[config.mk]
export PLATFORM = sky130hd
export DESIGN_NAME = slot_fwd_ctrl
export DESIGN_NICKNAME = d
export VERILOG_FILES = /design/src/rtl/slot_fwd_pkg.sv /design/src/rtl/slot_fwd_datapath.sv /design/src/rtl/slot_fwd_control.sv /design/src/rtl/slot_fwd_ctrl.sv
export SDC_FILE = /design/constraint.sdc
export NUM_CORES = 1
export LEC_CHECK = 0
export ABC_AREA = 1
export BUFFER_PORTS_ARGS = -buffer_cell sky130_fd_sc_hd__buf_4
export CORE_UTILIZATION = 59
export DETAILED_ROUTE_END_ITERATION = 8
export GPL_TIMING_DRIVEN = 0
export PLACE_DENSITY = 0.79
export SLEW_MARGIN = 20
export SYNTH_ARGS = -nofsm -noshare
export SYNTH_HDL_FRONTEND = slang
export SYNTH_HIERARCHICAL = 1
export SYNTH_SLANG_ARGS = --single-unit
[constraint.sdc]
create_clock -name clk -period 10.1 [get_ports clk]
set_clock_uncertainty 0.05 [all_clocks]
set_input_delay 0 -clock clk [delete_from_list [all_inputs] [get_ports clk]]
set_output_delay 0 -clock clk [all_outputs]
set_load 0.05 [all_outputs]
[src/rtl/slot_fwd_pkg.sv]
package slot_fwd_pkg;
  typedef enum logic [1:0] {
    PH_OPEN  = 2'd0,
    PH_TRANS = 2'd1,
    PH_RSV   = 2'd2
  } phase_e;

  typedef enum logic [1:0] {
    FM_CUT  = 2'd0,
    FM_SNF  = 2'd1,
    FM_HOLD = 2'd2,
    FM_DROP = 2'd3
  } fwd_mode_e;

  // strobes from the decision logic to the timer/queue datapath
  typedef struct packed {
    logic push;
    logic pop;
  } hq_strobe_t;
endpackage

[src/rtl/slot_fwd_datapath.sv]
module slot_fwd_datapath
  import slot_fwd_pkg::*;
#(
  parameter int CNT_W    = 20,
  parameter int TAG_W    = 8,
  parameter int HQ_DEPTH = 8,
  localparam int PTR_W   = $clog2(HQ_DEPTH),
  localparam int FILL_W  = PTR_W + 1
) (
  input  logic              clk,
  input  logic              rstN,
  input  logic [CNT_W-1:0]  cfgCycle,
  input  logic [CNT_W-1:0]  cfgTrans,
  input  logic [CNT_W-1:0]  cfgRsv,
  input  hq_strobe_t        stb,
  input  logic [TAG_W-1:0]  pushTag,
  output phase_e            phaseNow,
  output logic [CNT_W-1:0]  tickCnt,
  output logic [CNT_W-1:0]  rsvStart,
  output logic              wrapNow,
  output logic [FILL_W-1:0] fill,
  output logic [TAG_W-1:0]  headTag
);
  logic [CNT_W-1:0] cycSh, trnSh, rsvSh;
  logic [CNT_W-1:0] trnStart;

  // ---------------- cycle timer ----------------
  assign wrapNow  = (tickCnt == cycSh - CNT_W'(1));
  assign rsvStart = cycSh - rsvSh;
  assign trnStart = rsvStart - trnSh;

  always_comb begin
    if (tickCnt >= rsvStart)      phaseNow = PH_RSV;
    else if (tickCnt >= trnStart) phaseNow = PH_TRANS;
    else                          phaseNow = PH_OPEN;
  end

  always_ff @(posedge clk) begin
    if (!rstN) begin
      tickCnt <= '0;
      cycSh   <= cfgCycle;
      trnSh   <= cfgTrans;
      rsvSh   <= cfgRsv;
    end else if (wrapNow) begin
      tickCnt <= '0;
      cycSh   <= cfgCycle;
      trnSh   <= cfgTrans;
      rsvSh   <= cfgRsv;
    end else begin
      tickCnt <= tickCnt + CNT_W'(1);
    end
  end

  // ---------------- hold queue (tags only) ----------------
  logic [TAG_W-1:0] mem [HQ_DEPTH];
  logic [PTR_W-1:0] wrPtr, rdPtr;

  assign headTag = mem[rdPtr];

  always_ff @(posedge clk) begin
    if (stb.push) mem[wrPtr] <= pushTag;
  end

  always_ff @(posedge clk) begin
    if (!rstN) begin
      wrPtr <= '0;
      rdPtr <= '0;
      fill  <= '0;
    end else begin
      if (stb.push) wrPtr <= wrPtr + PTR_W'(1);
      if (stb.pop)  rdPtr <= rdPtr + PTR_W'(1);
      fill <= fill + FILL_W'(stb.push) - FILL_W'(stb.pop);
    end
  end

  AST_CNT_BOUND: assert property (@(posedge clk) disable iff (!rstN)
    tickCnt < cycSh);
  AST_NO_OVERFLOW: assert property (@(posedge clk) disable iff (!rstN)
    fill <= FILL_W'(HQ_DEPTH));
  AST_POP_NONEMPTY: assert property (@(posedge clk) disable iff (!rstN)
    stb.pop |-> fill != '0);
  AST_CFG_STABLE: assert property (@(posedge clk) disable iff (!rstN)
    !wrapNow |=> $stable(cycSh) && $stable(trnSh) && $stable(rsvSh));
endmodule

[src/rtl/slot_fwd_control.sv]
module slot_fwd_control
  import slot_fwd_pkg::*;
#(
  parameter int CNT_W    = 20,
  parameter int LEN_W    = 11,
  parameter int TAG_W    = 8,
  parameter int HQ_DEPTH = 8,
  parameter int TPB      = 20,
  localparam int PTR_W   = $clog2(HQ_DEPTH),
  localparam int FILL_W  = PTR_W + 1,
  localparam int SUM_W   = CNT_W + LEN_W + $clog2(TPB + 1) + 2
) (
  input  logic              clk,
  input  logic              rstN,
  input  phase_e            phaseNow,
  input  logic [CNT_W-1:0]  tickCnt,
  input  logic [CNT_W-1:0]  rsvStart,
  input  logic              wrapNow,
  input  logic [FILL_W-1:0] fill,
  input  logic [TAG_W-1:0]  headTag,
  input  logic              frmValid,
  input  logic              frmRsvClass,
  input  logic              frmSlotted,
  input  logic [LEN_W-1:0]  frmLen,
  input  logic [TAG_W-1:0]  frmTag,
  output hq_strobe_t        stb,
  output logic              decValid,
  output fwd_mode_e         decMode,
  output logic [TAG_W-1:0]  decTag,
  output logic              relValid,
  output logic [TAG_W-1:0]  relTag
);
  fwd_mode_e         modeRaw, modeSel;
  logic [SUM_W-1:0]  sendEnd;
  logic              fits, qFull;
  logic [FILL_W-1:0] relLeft, fillNext;

  // time by which receive-then-send would finish
  assign sendEnd = SUM_W'(tickCnt) + SUM_W'(frmLen) * SUM_W'(2 * TPB);
  assign fits    = sendEnd <= SUM_W'(rsvStart);
  assign qFull   = (fill == FILL_W'(HQ_DEPTH));

  always_comb begin
    unique case (phaseNow)
      PH_TRANS: modeRaw = fits ? FM_SNF : FM_HOLD;
      PH_RSV:   modeRaw = (!frmRsvClass && frmSlotted) ? FM_HOLD : FM_CUT;
      default:  modeRaw = FM_CUT;
    endcase
    modeSel = (modeRaw == FM_HOLD && qFull) ? FM_DROP : modeRaw;
  end

  assign stb.push = frmValid && (modeSel == FM_HOLD);
  assign stb.pop  = (relLeft != '0);
  assign fillNext = fill + FILL_W'(stb.push) - FILL_W'(stb.pop);

  always_ff @(posedge clk) begin
    if (!rstN) begin
      relLeft  <= '0;
      decValid <= 1'b0;
      decMode  <= FM_CUT;
      decTag   <= '0;
      relValid <= 1'b0;
      relTag   <= '0;
    end else begin
      if (wrapNow)      relLeft <= fillNext;
      else if (stb.pop) relLeft <= relLeft - FILL_W'(1);
      decValid <= frmValid;
      if (frmValid) begin
        decMode <= modeSel;
        decTag  <= frmTag;
      end
      relValid <= stb.pop;
      if (stb.pop) relTag <= headTag;
    end
  end

  AST_OPEN_CUT: assert property (@(posedge clk) disable iff (!rstN)
    frmValid && phaseNow == PH_OPEN |=> decMode == FM_CUT);
  AST_RSV_CLASS_CUT: assert property (@(posedge clk) disable iff (!rstN)
    frmValid && frmRsvClass && phaseNow == PH_RSV |=> decMode == FM_CUT);
  AST_FULL_NO_PUSH: assert property (@(posedge clk) disable iff (!rstN)
    fill == FILL_W'(HQ_DEPTH) |-> !stb.push);
  AST_DEC_LAT: assert property (@(posedge clk) disable iff (!rstN)
    frmValid |=> decValid && decTag == $past(frmTag));
endmodule

[src/rtl/slot_fwd_ctrl.sv]
module slot_fwd_ctrl
  import slot_fwd_pkg::*;
#(
  parameter int CNT_W    = 20,
  parameter int LEN_W    = 11,
  parameter int TAG_W    = 8,
  parameter int HQ_DEPTH = 8,
  parameter int BIT_PS   = 10000,
  parameter int CLK_PS   = 4000
) (
  input  logic             clk,
  input  logic             rstN,
  input  logic [CNT_W-1:0] cfgCycle,
  input  logic [CNT_W-1:0] cfgTrans,
  input  logic [CNT_W-1:0] cfgRsv,
  input  logic             frmValid,
  input  logic             frmRsvClass,
  input  logic             frmSlotted,
  input  logic [LEN_W-1:0] frmLen,
  input  logic [TAG_W-1:0] frmTag,
  output logic [1:0]       phase,
  output logic             decValid,
  output logic [1:0]       decMode,
  output logic [TAG_W-1:0] decTag,
  output logic             relValid,
  output logic [TAG_W-1:0] relTag
);
  localparam int TPB    = (8 * BIT_PS) / CLK_PS;  // ticks per byte
  localparam int FILL_W = $clog2(HQ_DEPTH) + 1;

  phase_e            phaseNow;
  fwd_mode_e         modeOut;
  hq_strobe_t        stb;
  logic [CNT_W-1:0]  tickCnt, rsvStart;
  logic              wrapNow;
  logic [FILL_W-1:0] fill;
  logic [TAG_W-1:0]  headTag;

  slot_fwd_datapath #(
    .CNT_W(CNT_W), .TAG_W(TAG_W), .HQ_DEPTH(HQ_DEPTH)
  ) u_dp (
    .clk(clk), .rstN(rstN),
    .cfgCycle(cfgCycle), .cfgTrans(cfgTrans), .cfgRsv(cfgRsv),
    .stb(stb), .pushTag(frmTag),
    .phaseNow(phaseNow), .tickCnt(tickCnt), .rsvStart(rsvStart),
    .wrapNow(wrapNow), .fill(fill), .headTag(headTag)
  );

  slot_fwd_control #(
    .CNT_W(CNT_W), .LEN_W(LEN_W), .TAG_W(TAG_W),
    .HQ_DEPTH(HQ_DEPTH), .TPB(TPB)
  ) u_ctl (
    .clk(clk), .rstN(rstN),
    .phaseNow(phaseNow), .tickCnt(tickCnt), .rsvStart(rsvStart),
    .wrapNow(wrapNow), .fill(fill), .headTag(headTag),
    .frmValid(frmValid), .frmRsvClass(frmRsvClass),
    .frmSlotted(frmSlotted), .frmLen(frmLen), .frmTag(frmTag),
    .stb(stb), .decValid(decValid), .decMode(modeOut), .decTag(decTag),
    .relValid(relValid), .relTag(relTag)
  );

  assign phase   = phaseNow;
  assign decMode = modeOut;
endmodule

# ---- Word level (Yosys, flattened, before mapping)
# Memory sizes are Yosys's and may differ from the RTL's. A register that Yosys moved wholly into a read port is not among the register bits.
# Cells that the tools add are included.
# W data, S select, Z words.
dict set report totals {
  register_bits 106
  latch_bits 0
  ram_bits 64
  romBits 0
  input_bits 84
  output_inout_bits 22
  elab_cells 59
  mem_count 1
}
dict set report classes {
  n_addsub 10
  multipliers 1
  n_div 0
  n_lt_le_gt_ge 3
  n_eq_ne 7
  shifts 0
  n_mux 16
  bitwise 1
  reduce_logical 8
}
# memory words width read_ports rd_ports_with_merged_regs wr line_no
set memory_table {}
lappend memory_table {u_dp.mem 8 8 1 1 1 slot_fwd_datapath.sv:55} ;# logic [TAG_W-1:0] mem [HQ_DEPTH];
# cell count
set ops {}
lappend ops {{$mux W20} 6}
lappend ops {{$ge A20 B20 Y1} 2}
lappend ops {{$sub A20 B20 Y20} 2}
lappend ops {{$le A38 B20 Y1} 1}
lappend ops {{$add A20 B17 Y21} 1}
lappend ops {{$add A20 B1 Y20 const B} 1}
lappend ops {{$eq A20 B20 Y1} 1}
lappend ops {{$sub A20 B1 Y20 const B} 1}
lappend ops {{$mul A11 B3 Y14 const B} 1}
lappend ops {{$mux W2} 4}
lappend ops {{$mux W4} 2}
lappend ops {{$add A3 B1 Y3 const B} 2}
lappend ops {{$eq A2 B2 Y1 const B} 3}
lappend ops {{$add A4 B1 Y4} 1}
lappend ops {{$eq A4 B4 Y1 const B} 1}
lappend ops {{$pmux W2 S2} 1}
lappend ops {{$reduce_bool A4 Y1} 1}
lappend ops {{$sub A4 B1 Y4} 1}
lappend ops {{$sub A4 B1 Y4 const B} 1}
lappend ops {{$logic_and A1 B1 Y1} 3}
lappend ops {{$mux W1} 3}
lappend ops {{$eq A2 B1 Y1 const B} 1}
lappend ops {{$logic_not A1 Y1} 2}
lappend ops {{$ne A2 B1 Y1 const B} 1}
lappend ops {{3 further kinds} 3}

# ---- Longest topological paths before layout
dict set report depth {
  word_depth 15
  mapped_depth 50
  depth_no_buf 50
}

# ---- Hierarchy
# The synthesis kept the hierarchy.
# mod instances cells_each area_each_um2 seq_area_each_um2
set by_module_without_submodules {}
lappend by_module_without_submodules {slot_fwd_datapath 1 1106 9729.3 4384.2}
lappend by_module_without_submodules {slot_fwd_control 1 413 2904.0 480.5}

# ---- Worst setup path before layout
# No wires, ideal clock.
dict set report synth_path {
  kind {register to register}
  from {reg u_dp.cycSh[0]}
  to {reg u_ctl.relLeft[1]}
  arrival_ps 6392
  slack_ps 3538
  stages_incl_launch_ff 44
  n_path_buf 0
  synth_period_minus_slack_ps 6562
  cell_sequence {edfxtp_1 > inv_1 > ha_1 > inv_1 > fa_1 > a21oi_1 > o21ai_1 > nand3_1 > nand2_1 > nand2_1 > nand2_1 > nand2_1 > nand2_1 > ha_1 > inv_1 > o21ai_0 > o21bai_1 > a21oi_1 > [... 8 more ...] > nor2_1 > nand4_1 > nand3_1 > a21oi_1 > nor2_1 > inv_1 > ha_1 > inv_1 > nand2_2 > nand3b_1 > ha_1 > inv_1 > ha_1 > inv_1 > fa_1 > nor2_1 > a21oi_1 > a21oi_1}
}
dict set report synth_between {
  elab_chain_len 15
}
# element line_no
set synth_rtl {}
lappend synth_rtl {{start: declaration} slot_fwd_datapath.sv:24} ;# logic [CNT_W-1:0] cycSh, trnSh, rsvSh;
lappend synth_rtl {{start signal: assignment} slot_fwd_datapath.sv:41} ;# cycSh <= cfgCycle;
lappend synth_rtl {{start signal: assignment} slot_fwd_datapath.sv:46} ;# cycSh <= cfgCycle;
lappend synth_rtl {{$sub A20 B20 Y20 (*)} slot_fwd_datapath.sv:29} ;# assign rsvStart = cycSh - rsvSh;
lappend synth_rtl {{net rsvStart[14]} slot_fwd_ctrl.sv:34} ;# logic [CNT_W-1:0] tickCnt, rsvStart;
lappend synth_rtl {{$sub A20 B20 Y20} slot_fwd_datapath.sv:30} ;# assign trnStart = rsvStart - trnSh;
lappend synth_rtl {{$ge A20 B20 Y1} slot_fwd_datapath.sv:34} ;# else if (tickCnt >= trnStart) phaseNow = PH_TRANS;
lappend synth_rtl {{$mux W1} slot_fwd_datapath.sv:34}
lappend synth_rtl {{$mux W2 (*)} slot_fwd_datapath.sv:33} ;# if (tickCnt >= rsvStart) phaseNow = PH_RSV;
lappend synth_rtl {{net phase[0]} slot_fwd_ctrl.sv:21} ;# output logic [1:0] phase,
lappend synth_rtl {{$eq A2 B2 Y1 / $eq A2 B1 Y1 (equally long branches)} slot_fwd_control.sv:44} ;# unique case (phaseNow)
lappend synth_rtl {{$pmux W2 S2 (*)} slot_fwd_control.sv:44}
lappend synth_rtl {{$eq A2 B2 Y1} slot_fwd_control.sv:49} ;# modeSel = (modeRaw == FM_HOLD && qFull) ? FM_DROP : modeRaw;
lappend synth_rtl {{$logic_and A1 B1 Y1} slot_fwd_control.sv:49}
lappend synth_rtl {{$mux W2 (*)} slot_fwd_control.sv:49}
lappend synth_rtl {{$eq A2 B2 Y1 (*)} slot_fwd_control.sv:52} ;# assign stb.push = frmValid && (modeSel == FM_HOLD);
lappend synth_rtl {{$logic_and A1 B1 Y1 (*)} slot_fwd_control.sv:52}
lappend synth_rtl {{$add A4 B1 Y4 (*)} slot_fwd_control.sv:54} ;# assign fillNext = fill + FILL_W'(stb.push) - FILL_W'(stb.pop);
lappend synth_rtl {{$sub A4 B1 Y4 (*)} slot_fwd_control.sv:54}
lappend synth_rtl {{$mux W4 (*)} slot_fwd_control.sv:65} ;# if (wrapNow) relLeft <= fillNext;
lappend synth_rtl {{end signal: assignment} slot_fwd_control.sv:65}
lappend synth_rtl {{end signal: assignment} slot_fwd_control.sv:66} ;# else if (stb.pop) relLeft <= relLeft - FILL_W'(1);
lappend synth_rtl {{end: declaration} slot_fwd_control.sv:36} ;# logic [FILL_W-1:0] relLeft, fillNext;
# The timed path passes the listed nets; every way through them passes the cells marked *.
# A chain may end at the register's enable or synchronous reset.

==> results.py <==
metrics = {
    "place": {
        "hpwl_mm": 23.3,
        "place.gp.congestion": 0.904,
        "dpl-instance-area_um2": 13800,
        "portBuffers": 105,
    },
    "clock_tree": {
        "htree_levels": 4,
        "insertion_delay_ps": 440,
        "cts_root_buf": "clkbuf_16",
        "postCtsSetupBuffers": 0,
        "clockBufferDepth": 2,
        "clock_sinks": 181,
        "cts_inserted_buffers": 17,
        "tritoncts": "done",
        "clk_pin_slew_ps": 80,
    },
    "synth": {
        "ys_types": 49,
        "synth_warnings": 6,
        "async_flop_share_pct": 0,
        "avgSynthCellArea_um2": 8.32,
        "ys.flop_type": "edfxtp_1",
        "ys_ff_latch": 181,
        "synth_edf_count": 124,
        "syn_inst": 1519,
        "yosysSeqAreaShare_pct": 38.5,
        "syn_nets": 1756,
        "netlist_area_um2": 12600,
    },
    "die": {
        "dieArea_um2": 22000,
        "ios": 106,
        "rows": 53,
        "coreArea_um2": 21000,
        "die_h_um": 148,
        "die_w_um": 148,
        "initial_utilization_pct": 60.1,
    },
    "sta": {
        "setup-violations-final": 0,
        "rsz0062_at_grt": "no",
        "max_slew_margin_pct": 42.2,
        "final.setup.tns_ps": 0,
        "final_max_slew_viol_count": 0,
        "period_needed_ps": 7920,
        "worstMarginPinSlew_ps": 863,
        "max_freq_mhz": 126,
        "finalCritPeriodShare_pct": 78.4,
        "hold_viol_final": 0,
    },
    "route": {
        "wl_per_cell_um": 15.6,
        "firstDrtPassIters": 6,
        "wl_mm": 31.2,
        "drtIter0Drc": 968,
        "drc": 0,
        "avgViaCountPerCell": 5.49,
        "final_antenna_net_count": 0,
        "via_count": 10992,
    },
    "layout": {
        "most-common-layout-cells": "nand2_1, inv_1, nor2_1",
        "final_area_um2": 15100,
        "antenna_cells": 0,
        "fillers": 1591,
        "final_common_cell": "nand2_1",
        "area_growth_pct": 19.5,
        "drive_gt1_share_pct": 11.9,
        "finalNetCount": 1952,
    },
    "grt": {
        "grt_pass1_wl_mm": 50.3,
        "grtUsageTotal_pct": 29.5,
        "grt_start_max_net_pins": 70,
        "gr-total-overflow": 0,
        "antenna_found_initial": 0,
        "grt_pass1_vias": 10483,
    },
    "critical_path": {
        "cp_slowest_cell": "nor2_1",
        "worstSetupEndpointType": "register",
        "r2r_slack_ps": 2180,
        "cp-start-kind": "register",
        "critical_path_class": "reg2reg",
        "worstPathRequired_ps": 10120,
        "r2r-start": "u_dp/cycSh[2]",
        "critPathLaunch": "u_dp/cycSh[2]",
        "slowest_delay_ps": 640,
        "cp_max_fo": 8,
        "crit_arrival_ps": 7940,
    },
    "run_status": {
        "status": "finished clean",
    },
    "job": {
        "maxCapViolations": 0,
    },
    "power_and_ir_drop": {
        "p_leak_nw": 7.07,
        "p_per_area_nw_per_um2": 171,
        "vdd_drop_max_mv": 0.109,
    },
    "hold_path": {
        "hp-class": "in2reg",
        "hold_start": "cfgRsv[5]",
    },
}
## registers in the layout (all words and copies together) (netlist names), 2 cells and up, named ones only
signal         cells
u_ctl/decMode      2
u_ctl/relLeft      4
u_dp/rsvSh        20
u_dp/fill          4
u_dp/wrPtr         3
u_dp/trnSh        20
u_ctl/relTag       8
u_dp/cycSh        20
u_dp/mem          64
u_dp/tickCnt      20
u_dp/rdPtr         3
u_ctl/decTag       8
## cell usage after synthesis (2+ instances only)
master | count | area share, %
a211oi_1 | 8 | 0.48
a21o_1 | 7 | 0.42
a21oi_1 | 99 | 3.9
a21oi_2 | 3 | 0.21
a31o_2 | 2 | 0.14
a31oi_1 | 9 | 0.45
buf_12 | 2 | 0.32
clkbuf_1 | 14 | 0.42
dfxtp_1 | 57 | 9.0
edfxtp_1 | 124 | 29
fa_1 | 6 | 0.95
ha_1 | 147 | 15
inv_1 | 226 | 6.7
inv_2 | 4 | 0.12
nand2_1 | 240 | 7.1
nand2_2 | 11 | 0.54
nand2_4 | 2 | 0.18
nand3_1 | 55 | 2.2
nand3_2 | 5 | 0.40
nand3b_1 | 5 | 0.30
nand4_1 | 31 | 1.5
nor2_1 | 186 | 5.5
nor2_2 | 27 | 1.3
nor2_4 | 5 | 0.45
nor3_1 | 20 | 0.79
nor3_2 | 2 | 0.16
nor4_1 | 4 | 0.20
o211ai_1 | 3 | 0.18
o21a_1 | 2 | 0.12
o21ai_0 | 87 | 3.4
o21ai_1 | 5 | 0.20
o21bai_1 | 5 | 0.30
o22ai_1 | 9 | 0.45
xnor2_1 | 29 | 2.0
xor2_1 | 64 | 4.4
## power by group
group          switching [W]  leakage (nW)  internal [W]
Sequential         0.0000419          1.63      0.000847
Combinational       0.000635          5.14      0.000377
Clock               0.000339         0.295      0.000340
## timing repair
item	CTS	global route
hold buffers	72	0
gates resized for setup	0	0
hold endpoints to repair	152	0
endpoints found under the setup margin	0	0
## layout make-up
type | instances | area [um^2] | area share, %
multi-input combinational | 1089 | 6800 | 45.0
sequential | 181 | 4860 | 32.2
timing repair buffer | 177 | 1510 | 9.99
inverter | 231 | 867 | 5.74
clock buffer | 17 | 425 | 2.82
tap | 275 | 344 | 2.28
clock inverter | 15 | 188 | 1.24
buffer | 18 | 101 | 0.671
## path summary, 6_finish.rpt
kind	endpoint	cells past startpoint
min reg2reg	u_ctl/relLeft[1]	2
max reg2reg	u_dp/mem[0][4]	35
max	u_dp/mem[0][4]	35
min	u_dp/rsvSh[5]	2
## logic make-up after synthesis
logic type | share of synthesized area (%)
adders and majority gates | 15.5
AOI/OAI and AO/OA | 10.8
xor gates and xnor gates | 6.63
and+or+nand+nor | 20.9
buffers and inverters | 7.67
DFF | 38.5
## layer usage
metal  vias up  part of all wire (%)  global-route usage, %
li1       5473                     -                      -
met1      5086                    45                   39.1
met2       385                    47                   49.8
met3        48                   6.0                   4.42
met4         0                   1.8                   9.33
met5         -                     0                      0
## critical path, delay by kind of cell (launching register included)
| kind | cells | cell delay (ps) |
|---|---|---|
| simple gates | 19 | 3000 |
| buf+inv | 4 | 840 |
| xor+xnor | 2 | 310 |
| flops | 1 | 480 |
| compound gates | 6 | 1530 |
| fa+ha+maj | 4 | 1300 |
## per-stage QoR
step	power, W	utilization, %	setup WS, ps	std cells	hold WS, ps
floorplan	0.00162	-	3540	1519	43.5
global placement	0.00184	65.5	3100	1899	128
detailed placement	0.00187	65.5	2930	1899	129
CTS	0.00258	71.8	2320	2003	203
global route	0.00275	71.8	1630	2003	215
finish	0.00258	71.8	2180	2003	224
No activity file was read; power rests on OpenSTA's default activity.
